File: config.mk
export PLATFORM = sky130hd
export DESIGN_NAME = i2c_len_ctrl
export DESIGN_NICKNAME = d
export VERILOG_FILES = /design/src/rtl/i2c_len_pkg.sv /design/src/rtl/i2c_len_regs.sv /design/src/rtl/i2c_len_count.sv /design/src/rtl/i2c_len_endctl.sv /design/src/rtl/i2c_len_ctrl.sv
export SDC_FILE = /design/constraint.sdc
export NUM_CORES = 1
export LEC_CHECK = 0
export BUFFER_PORTS_ARGS = -buffer_cell sky130_fd_sc_hd__buf_4
export CORE_MARGIN = 1.5
export CORE_UTILIZATION = 42
export DETAILED_ROUTE_END_ITERATION = 6
export PLACE_DENSITY = 0.88
export SYNTH_ARGS = -nofsm -noshare
export SYNTH_HDL_FRONTEND = slang
export SYNTH_SLANG_ARGS = --single-unit
export TNS_END_PERCENT = 50
File: constraint.sdc
create_clock -name clk -period 2.1 [get_ports clk]
set_clock_uncertainty 0.15 [all_clocks]
set_input_delay 0.42 -clock clk [delete_from_list [all_inputs] [get_ports clk]]
set_output_delay 0.42 -clock clk [all_outputs]
set_load 0.02 [all_outputs]
File: src/rtl/i2c_len_pkg.sv
`timescale 1ns/1ps
package i2c_len_pkg;
  localparam int REG_W    = 32;
  localparam int POS_PEC  = 26;
  localparam int POS_AUTO = 25;
  localparam int POS_RLD  = 24;
  localparam int POS_CNT  = 16;

  typedef enum logic [1:0] {
    END_SOFT   = 2'd0,
    END_AUTO   = 2'd1,
    END_RELOAD = 2'd2
  } end_mode_e;

  // reload outranks automatic end
  function automatic end_mode_e pick_end(input logic rld, input logic aut);
    if (rld)      return END_RELOAD;
    else if (aut) return END_AUTO;
    else          return END_SOFT;
  endfunction
endpackage

File: src/rtl/i2c_len_regs.sv
`timescale 1ns/1ps
module i2c_len_regs
  import i2c_len_pkg::*;
#(
  parameter int CNT_W  = 8,
  parameter bit PEC_EN = 1'b1
) (
  input  logic             clk,
  input  logic             rst_n,
  input  logic             enable,
  input  logic             wr_en,
  input  logic [REG_W-1:0] wr_data,
  input  logic             start_pend,
  input  logic             pec_clr,
  output logic             pec_req,
  output logic             auto_end,
  output logic             reload,
  output logic [CNT_W-1:0] nbytes,
  output logic             cnt_wr,
  output logic [REG_W-1:0] rd_data
);
  logic unused_wr_bits;
  assign unused_wr_bits = ^wr_data;

  assign cnt_wr = wr_en & ~start_pend;

  always_ff @(posedge clk or negedge rst_n) begin
    if (!rst_n) begin
      auto_end <= 1'b0;
      reload   <= 1'b0;
      nbytes   <= '0;
    end else begin
      if (wr_en) begin
        auto_end <= wr_data[POS_AUTO];
        reload   <= wr_data[POS_RLD];
      end
      if (cnt_wr) nbytes <= wr_data[POS_CNT +: CNT_W];
    end
  end

  generate
    if (PEC_EN) begin : g_pec
      always_ff @(posedge clk or negedge rst_n) begin
        if (!rst_n)       pec_req <= 1'b0;
        else if (!enable) pec_req <= 1'b0;
        else              pec_req <= (pec_req & ~pec_clr) | (wr_en & wr_data[POS_PEC]);
      end
    end else begin : g_nopec
      assign pec_req = 1'b0;
    end
  endgenerate

  always_comb begin
    rd_data                   = '0;
    rd_data[POS_PEC]          = pec_req;
    rd_data[POS_AUTO]         = auto_end;
    rd_data[POS_RLD]          = reload;
    rd_data[POS_CNT +: CNT_W] = nbytes;
  end
endmodule

File: src/rtl/i2c_len_count.sv
`timescale 1ns/1ps
module i2c_len_count #(
  parameter int CNT_W = 8
) (
  input  logic             clk,
  input  logic             rst_n,
  input  logic             enable,
  input  logic             load,
  input  logic [CNT_W-1:0] load_val,
  input  logic             byte_done,
  output logic [CNT_W-1:0] remain,
  output logic             on_last,
  output logic             last_byte
);
  localparam logic [CNT_W-1:0] ONE = CNT_W'(1);

  function automatic logic [CNT_W-1:0] step_down(input logic [CNT_W-1:0] v);
    return (v == '0) ? v : v - ONE;
  endfunction

  assign on_last   = (remain == ONE);
  assign last_byte = enable & byte_done & on_last & ~load;

  always_ff @(posedge clk or negedge rst_n) begin
    if (!rst_n)         remain <= '0;
    else if (!enable)   remain <= '0;
    else if (load)      remain <= load_val;
    else if (byte_done) remain <= step_down(remain);
  end
endmodule

File: src/rtl/i2c_len_endctl.sv
`timescale 1ns/1ps
module i2c_len_endctl
  import i2c_len_pkg::*;
(
  input  logic clk,
  input  logic rst_n,
  input  logic enable,
  input  logic restart,
  input  logic stop_seen,
  input  logic last_byte,
  input  logic on_last,
  input  logic reload,
  input  logic auto_end,
  input  logic pec_req,
  output logic tc_flag,
  output logic tcr_flag,
  output logic stop_req,
  output logic pec_slot,
  output logic pec_done
);
  end_mode_e mode;
  logic      flag_clr;

  assign mode     = pick_end(reload, auto_end);
  assign flag_clr = ~enable | restart | stop_seen;
  assign pec_slot = pec_req & ~reload & on_last;
  assign pec_done = last_byte & pec_slot;

  always_ff @(posedge clk or negedge rst_n) begin
    if (!rst_n) begin
      tc_flag  <= 1'b0;
      tcr_flag <= 1'b0;
      stop_req <= 1'b0;
    end else begin
      stop_req <= last_byte && (mode == END_AUTO);
      if (flag_clr) begin
        tc_flag  <= 1'b0;
        tcr_flag <= 1'b0;
      end else if (last_byte) begin
        if (mode == END_SOFT)   tc_flag  <= 1'b1;
        if (mode == END_RELOAD) tcr_flag <= 1'b1;
      end
    end
  end
endmodule

File: src/rtl/i2c_len_ctrl.sv
`timescale 1ns/1ps
module i2c_len_ctrl
  import i2c_len_pkg::*;
#(
  parameter int CNT_W  = 8,
  parameter bit PEC_EN = 1'b1
) (
  input  logic             clk,
  input  logic             rst_n,
  input  logic             enable,
  input  logic             wr_en,
  input  logic [REG_W-1:0] wr_data,
  input  logic             start_pend,
  input  logic             byte_done,
  input  logic             stop_seen,
  input  logic             addr_match,
  output logic [REG_W-1:0] rd_data,
  output logic [CNT_W-1:0] bytes_left,
  output logic             tc_flag,
  output logic             tcr_flag,
  output logic             hold_scl,
  output logic             stop_req,
  output logic             pec_slot
);
  logic             pec_req, auto_end, reload, cnt_wr;
  logic             on_last, last_byte, pec_done, pec_clr;
  logic [CNT_W-1:0] nbytes;

  assign pec_clr  = stop_seen | addr_match | pec_done;
  assign hold_scl = tc_flag | tcr_flag;

  i2c_len_regs #(.CNT_W(CNT_W), .PEC_EN(PEC_EN)) u_regs (
    .clk(clk), .rst_n(rst_n), .enable(enable), .wr_en(wr_en), .wr_data(wr_data),
    .start_pend(start_pend), .pec_clr(pec_clr), .pec_req(pec_req),
    .auto_end(auto_end), .reload(reload), .nbytes(nbytes), .cnt_wr(cnt_wr),
    .rd_data(rd_data)
  );

  i2c_len_count #(.CNT_W(CNT_W)) u_cnt (
    .clk(clk), .rst_n(rst_n), .enable(enable), .load(cnt_wr), .load_val(nbytes_in()),
    .byte_done(byte_done), .remain(bytes_left), .on_last(on_last), .last_byte(last_byte)
  );

  i2c_len_endctl u_end (
    .clk(clk), .rst_n(rst_n), .enable(enable), .restart(cnt_wr), .stop_seen(stop_seen),
    .last_byte(last_byte), .on_last(on_last), .reload(reload), .auto_end(auto_end),
    .pec_req(pec_req), .tc_flag(tc_flag), .tcr_flag(tcr_flag), .stop_req(stop_req),
    .pec_slot(pec_slot), .pec_done(pec_done)
  );

  logic unused_nbytes;
  assign unused_nbytes = ^nbytes;

  function automatic logic [CNT_W-1:0] nbytes_in();
    return wr_data[POS_CNT +: CNT_W];
  endfunction
endmodule

Word level (Yosys, flattened, before mapping). Cells that the tools add are included.

Register bits: 22. Input port bits: 40. Output and inout port bits: 45. Word-level logic and storage cells: 56.

$add $sub $neg: 1. Equal/unequal tests: 5. Multiplexer cells: 13. Bitwise gates (word level): 20. Reduce and logical (&&, ||, !) cells: 9.

Operator list (count): $mux W8 (4); $and A1 B1 Y1 (9); $eq A8 B1 Y1 const B (1); $logic_not A8 Y1 (1); $mux W1 (8); $sub A8 B1 Y8 const B (1); $or A1 B1 Y1 (6); $reduce_and A2 Y1 (3); $reduce_bool A2 Y1 (3); $not A1 Y1 (5); $ne A3 B1 Y1 const B (1); $ne A3 B2 Y1 const B (1); $eq A2 B1 Y1 const B (1); $eq A2 B2 Y1 const B (1); $logic_not A2 Y1 (1); $mux W2 (1); $logic_and A1 B1 Y1 (1).

Longest topological paths before layout.
Depth in word-level cells: 10. Mapped depth: 6. Mapped depth without buffers: 6.

Modules after synthesis. A second synthesis with hierarchy kept.

Cells, all modules: 140. Area, all modules: 1461.4 sq um.

By module, submodules not included: i2c_len_regs (times used 1, cells an instance 59, area an instance 713.2 sq um, seq. area each 275.3 sq um); i2c_len_count (times used 1, cells an instance 67, area an instance 593.1 sq um, seq. area each 200.2 sq um); i2c_len_endctl (times used 1, cells an instance 12, area an instance 142.6 sq um, seq. area each 75.1 sq um); i2c_len_ctrl (times used 1, cells an instance 2, area an instance 12.5 sq um, seq. area each 0.0 sq um).

Least setup slack after synthesis. OpenSTA, ideal clock, no wires.

Path kind: reg2out. Start point: reg u_cnt.remain[4]. End point: out pec_slot. Arrival: 1581 ps. Required time: 1530 ps. Path slack: -51 ps. Stages on the path, launching flop included: 4. Path buffers: 0. Cells stage by stage: dfrtp_1 > nor3_4 > nand4b_2 > nor3b_1.

Word-level cells in the longest chain between the ends: 2.

Ends and longest elaborated chain: start, declared (line i2c_len_count.sv:11) `output logic [CNT_W-1:0] remain,`; start signal, assigned (line i2c_len_count.sv:27) `else if (load) remain <= load_val;`; start signal, assigned (line i2c_len_count.sv:28) `else if (byte_done) remain <= step_down(remain);`; $eq A8 B1 Y1 (line i2c_len_count.sv:21) `assign on_last = (remain == ONE);`; $and A1 B1 Y1 (line i2c_len_endctl.sv:26) `assign pec_slot = pec_req & ~reload & on_last;`; end, declared (line i2c_len_ctrl.sv:23) `output logic pec_slot`.

No other way between the ends.

Worst setup path after layout.
Start point: reg u_cnt.remain[5]. End point: out pec_slot.

The elaborated chain is that of the path after synthesis.

==> metrics.csv <==
metric,value,unit
syn_area,1350,µm²
p_seq_frac,0.453,
root_buffer,clkbuf_4,
port_buffers,42,
dr.pass1.iters,4,
clkTransAtPathRegs,0.11,ns
worstHoldPathCells,3,
grt.overflow.total,0,
grtUsageTotal,0.184,
fin_util,0.558,
outcome,"finished, final reports clean",
final_nets,235,
yosys.cell_types.count,36,
antenna_cells,0,
critPathCaptureType,output pin,
swShare,0.372,
layout_common_cells,"buf_4 (48), nand2_1 (29), conb_1 (21)",
post-route-period-util,0.980,
comb_power_share,0.386,
die_w,59.8,µm
grt_pass1_vias,1069,
maxCapViolCount,0,
setup.worst_path.start_class,flip-flop,
final_common_cell,buf_4,
syn_to_final_growth,25.9,%
period_minus_slack,2.06,ns
globalplace.congestion,0.866,
fmax,0.486,GHz
timing.rr.end,u_cnt.remain[0]$_DFFE_PN0P_,
synth_top_cell_area_share,0.407,
start_util,0.443,
setup_viol,0,
num_rows,20,
syn_avg_cell_area,9.14,µm²
grt_max_degree,24,
grt_first_pass_wirelength,4930,µm
p_leak,0.848,nW
final_area,1700,µm²
die-area,3570,µm²
antenna_found_initial,0,
route.detailed.drc,0,
vias,1123,
ios,85,
ys_warn_count,0,
htreeDepth,1,
hp-start,wr_data[18],
ys_ff_latch,22,
p_switching,0.429,mW
power.density,678,nW/µm²
worstPathMaxFanout,5,
p_int,0.725,mW
place_hpwl,2210,µm
insertion_delay,0.30,ns
coreArea,3050,µm²
worst_ep_required_time,1.53,ns
layout-drive-gt1-share,0.368,
wl_per_cell,13.1,µm
min_path_type,in2reg,
clock_path_buffers,2,
synth_area_leaders,"dfrtp_1 (41%), buf_4 (14%), nand2_1 (8.0%), ha_1 (2.8%), a21oi_1 (2.6%)",
initialDrtViolationCount,27,
placed_area,1620,µm²
ir_drop,307,µV
via_per_inst,4.80,
synth_cells,148,
cts_tree,done,
p_clk_frac,0.161,
cts_made_buffers,3,
cp.arrival,1.49,ns
detail-route-antenna-nets,0,
worstSetupPathType,reg2out,
yosys.area.top_type,dfrtp_1,
die_h,59.8,µm
cts_num_sinks,22,
slew_violations,0,
reg2reg_depth,6,
rr_startpoint,u_cnt.remain[0]$_DFFE_PN0P_,
ff2ff_setup_slack,0.05,ns
hold_end,u_regs.nbytes[2]$_DFFE_PN0P_,
synth_seq_area_share,0.407,
hold_viol,0,
rsz0062_at_grt,yes,
drt-total-wl,3070,µm
-- stage by stage --
stage                     worst slack [ns]  total power [mW]  cells  hold WS, ns  setup TNS, ns
after floorplan                      0.130             0.815    168      -0.0256              0
after global placement               0.253             0.925    227        0.174              0
after detailed placement            0.0939             0.938    227        0.174              0
after CTS                         0.000307              1.15    233        0.154              0
after global routing               -0.0621              1.22    234        0.143         -0.127
final                               0.0425              1.15    234        0.161              0
-- power groups by stage --
stage               registers [mW]  clock network (mW)  logic [mW]
floorplan                    0.569                   0       0.246
detailed placement           0.530                   0       0.409
global placement             0.527                   0       0.398
global route                 0.528               0.215       0.482
finish                       0.523               0.185       0.446
CTS                          0.523               0.192       0.437
-- Yosys cell counts (all sizes together) --
master   instances
inv              5
mux2             2
ha               3
o311ai           1
nor4b            2
nor2             6
o21a             4
buf             25
a2bb2oi          1
o21ai            5
clkbuf           5
nand4b           1
nand2           29
nand4bb          1
nor3b            2
a31oi            2
xor2             1
a311oi           1
conb             1
a21oi            7
nand2b           2
nand4            1
nor3             2
dfrtp           22
and2             1
a211oi           3
a21boi           1
nor4             2
nand3            5
or4b             1
or2              1
xnor2            2
nor2b            1
-- layer usage --
layer	global-route usage	vias up	wire [µm]
met4	0.102	0	94
li1	-	544	-
met1	0.237	520	1280
met2	0.293	44	1550
met3	0.0303	15	147
met5	0	-	0
-- worst max path at each step --
stage	cells past startpoint	start	end
2_1_floorplan	3	u_cnt.remain[4]$_DFFE_PN0P_	pec_slot
3_3_place_gp	5	u_cnt.remain[1]$_DFFE_PN0P_	pec_slot
3_5_place_dp	6	u_cnt.remain[1]$_DFFE_PN0P_	u_cnt.remain[0]$_DFFE_PN0P_
4_1_cts	4	u_cnt.remain[4]$_DFFE_PN0P_	pec_slot
5_1_grt	6	u_cnt.remain[0]$_DFFE_PN0P_	u_cnt.remain[0]$_DFFE_PN0P_
6_report	4	u_cnt.remain[5]$_DFFE_PN0P_	pec_slot
-- cell type report --
type | count | area (µm²)
clock buffers | 3 | 22.5
fillers | 293 | 1350
inverters | 5 | 18.8
multi-input cells | 111 | 681
flip-flops and latches | 22 | 556
well taps | 44 | 55.1
repair buffers | 49 | 370
-- logic make-up after synthesis --
family / count (synthesis) / synth area share
simple gates: 57 / 0.236
buf+inv: 35 / 0.167
compound gates: 25 / 0.124
flops: 22 / 0.407
fa+ha+maj: 3 / 0.0278
xor+xnor: 3 / 0.0194
mux: 2 / 0.0167
other cells: 1 / 0.00277
-- sequential cells by signal, indices dropped and copies added (netlist names) --
name             count
u_cnt.remain         8
u_end.stop_req       1
u_end.tc_flag        1
u_end.tcr_flag       1
u_regs.auto_end      1
u_regs.nbytes        8
u_regs.pec_req       1
u_regs.reload        1
-- worst max-delay path, stage by stage, from the launching register on --
cell      delay [ns]
dfrtp_1         0.43
nor3_4          0.26
nand4b_4        0.17
nor3b_2         0.17
buf_4           0.16
-- timing repair --
action                                  CTS  global route
gates resized for setup                   8             1
endpoints found under the setup margin    1             4
hold buffers                              1             0
endpoints found under the hold margin    22             0
buffers inserted                          2             1
pin swaps                                 1             3
No activity file was read; power rests on OpenSTA's default activity.
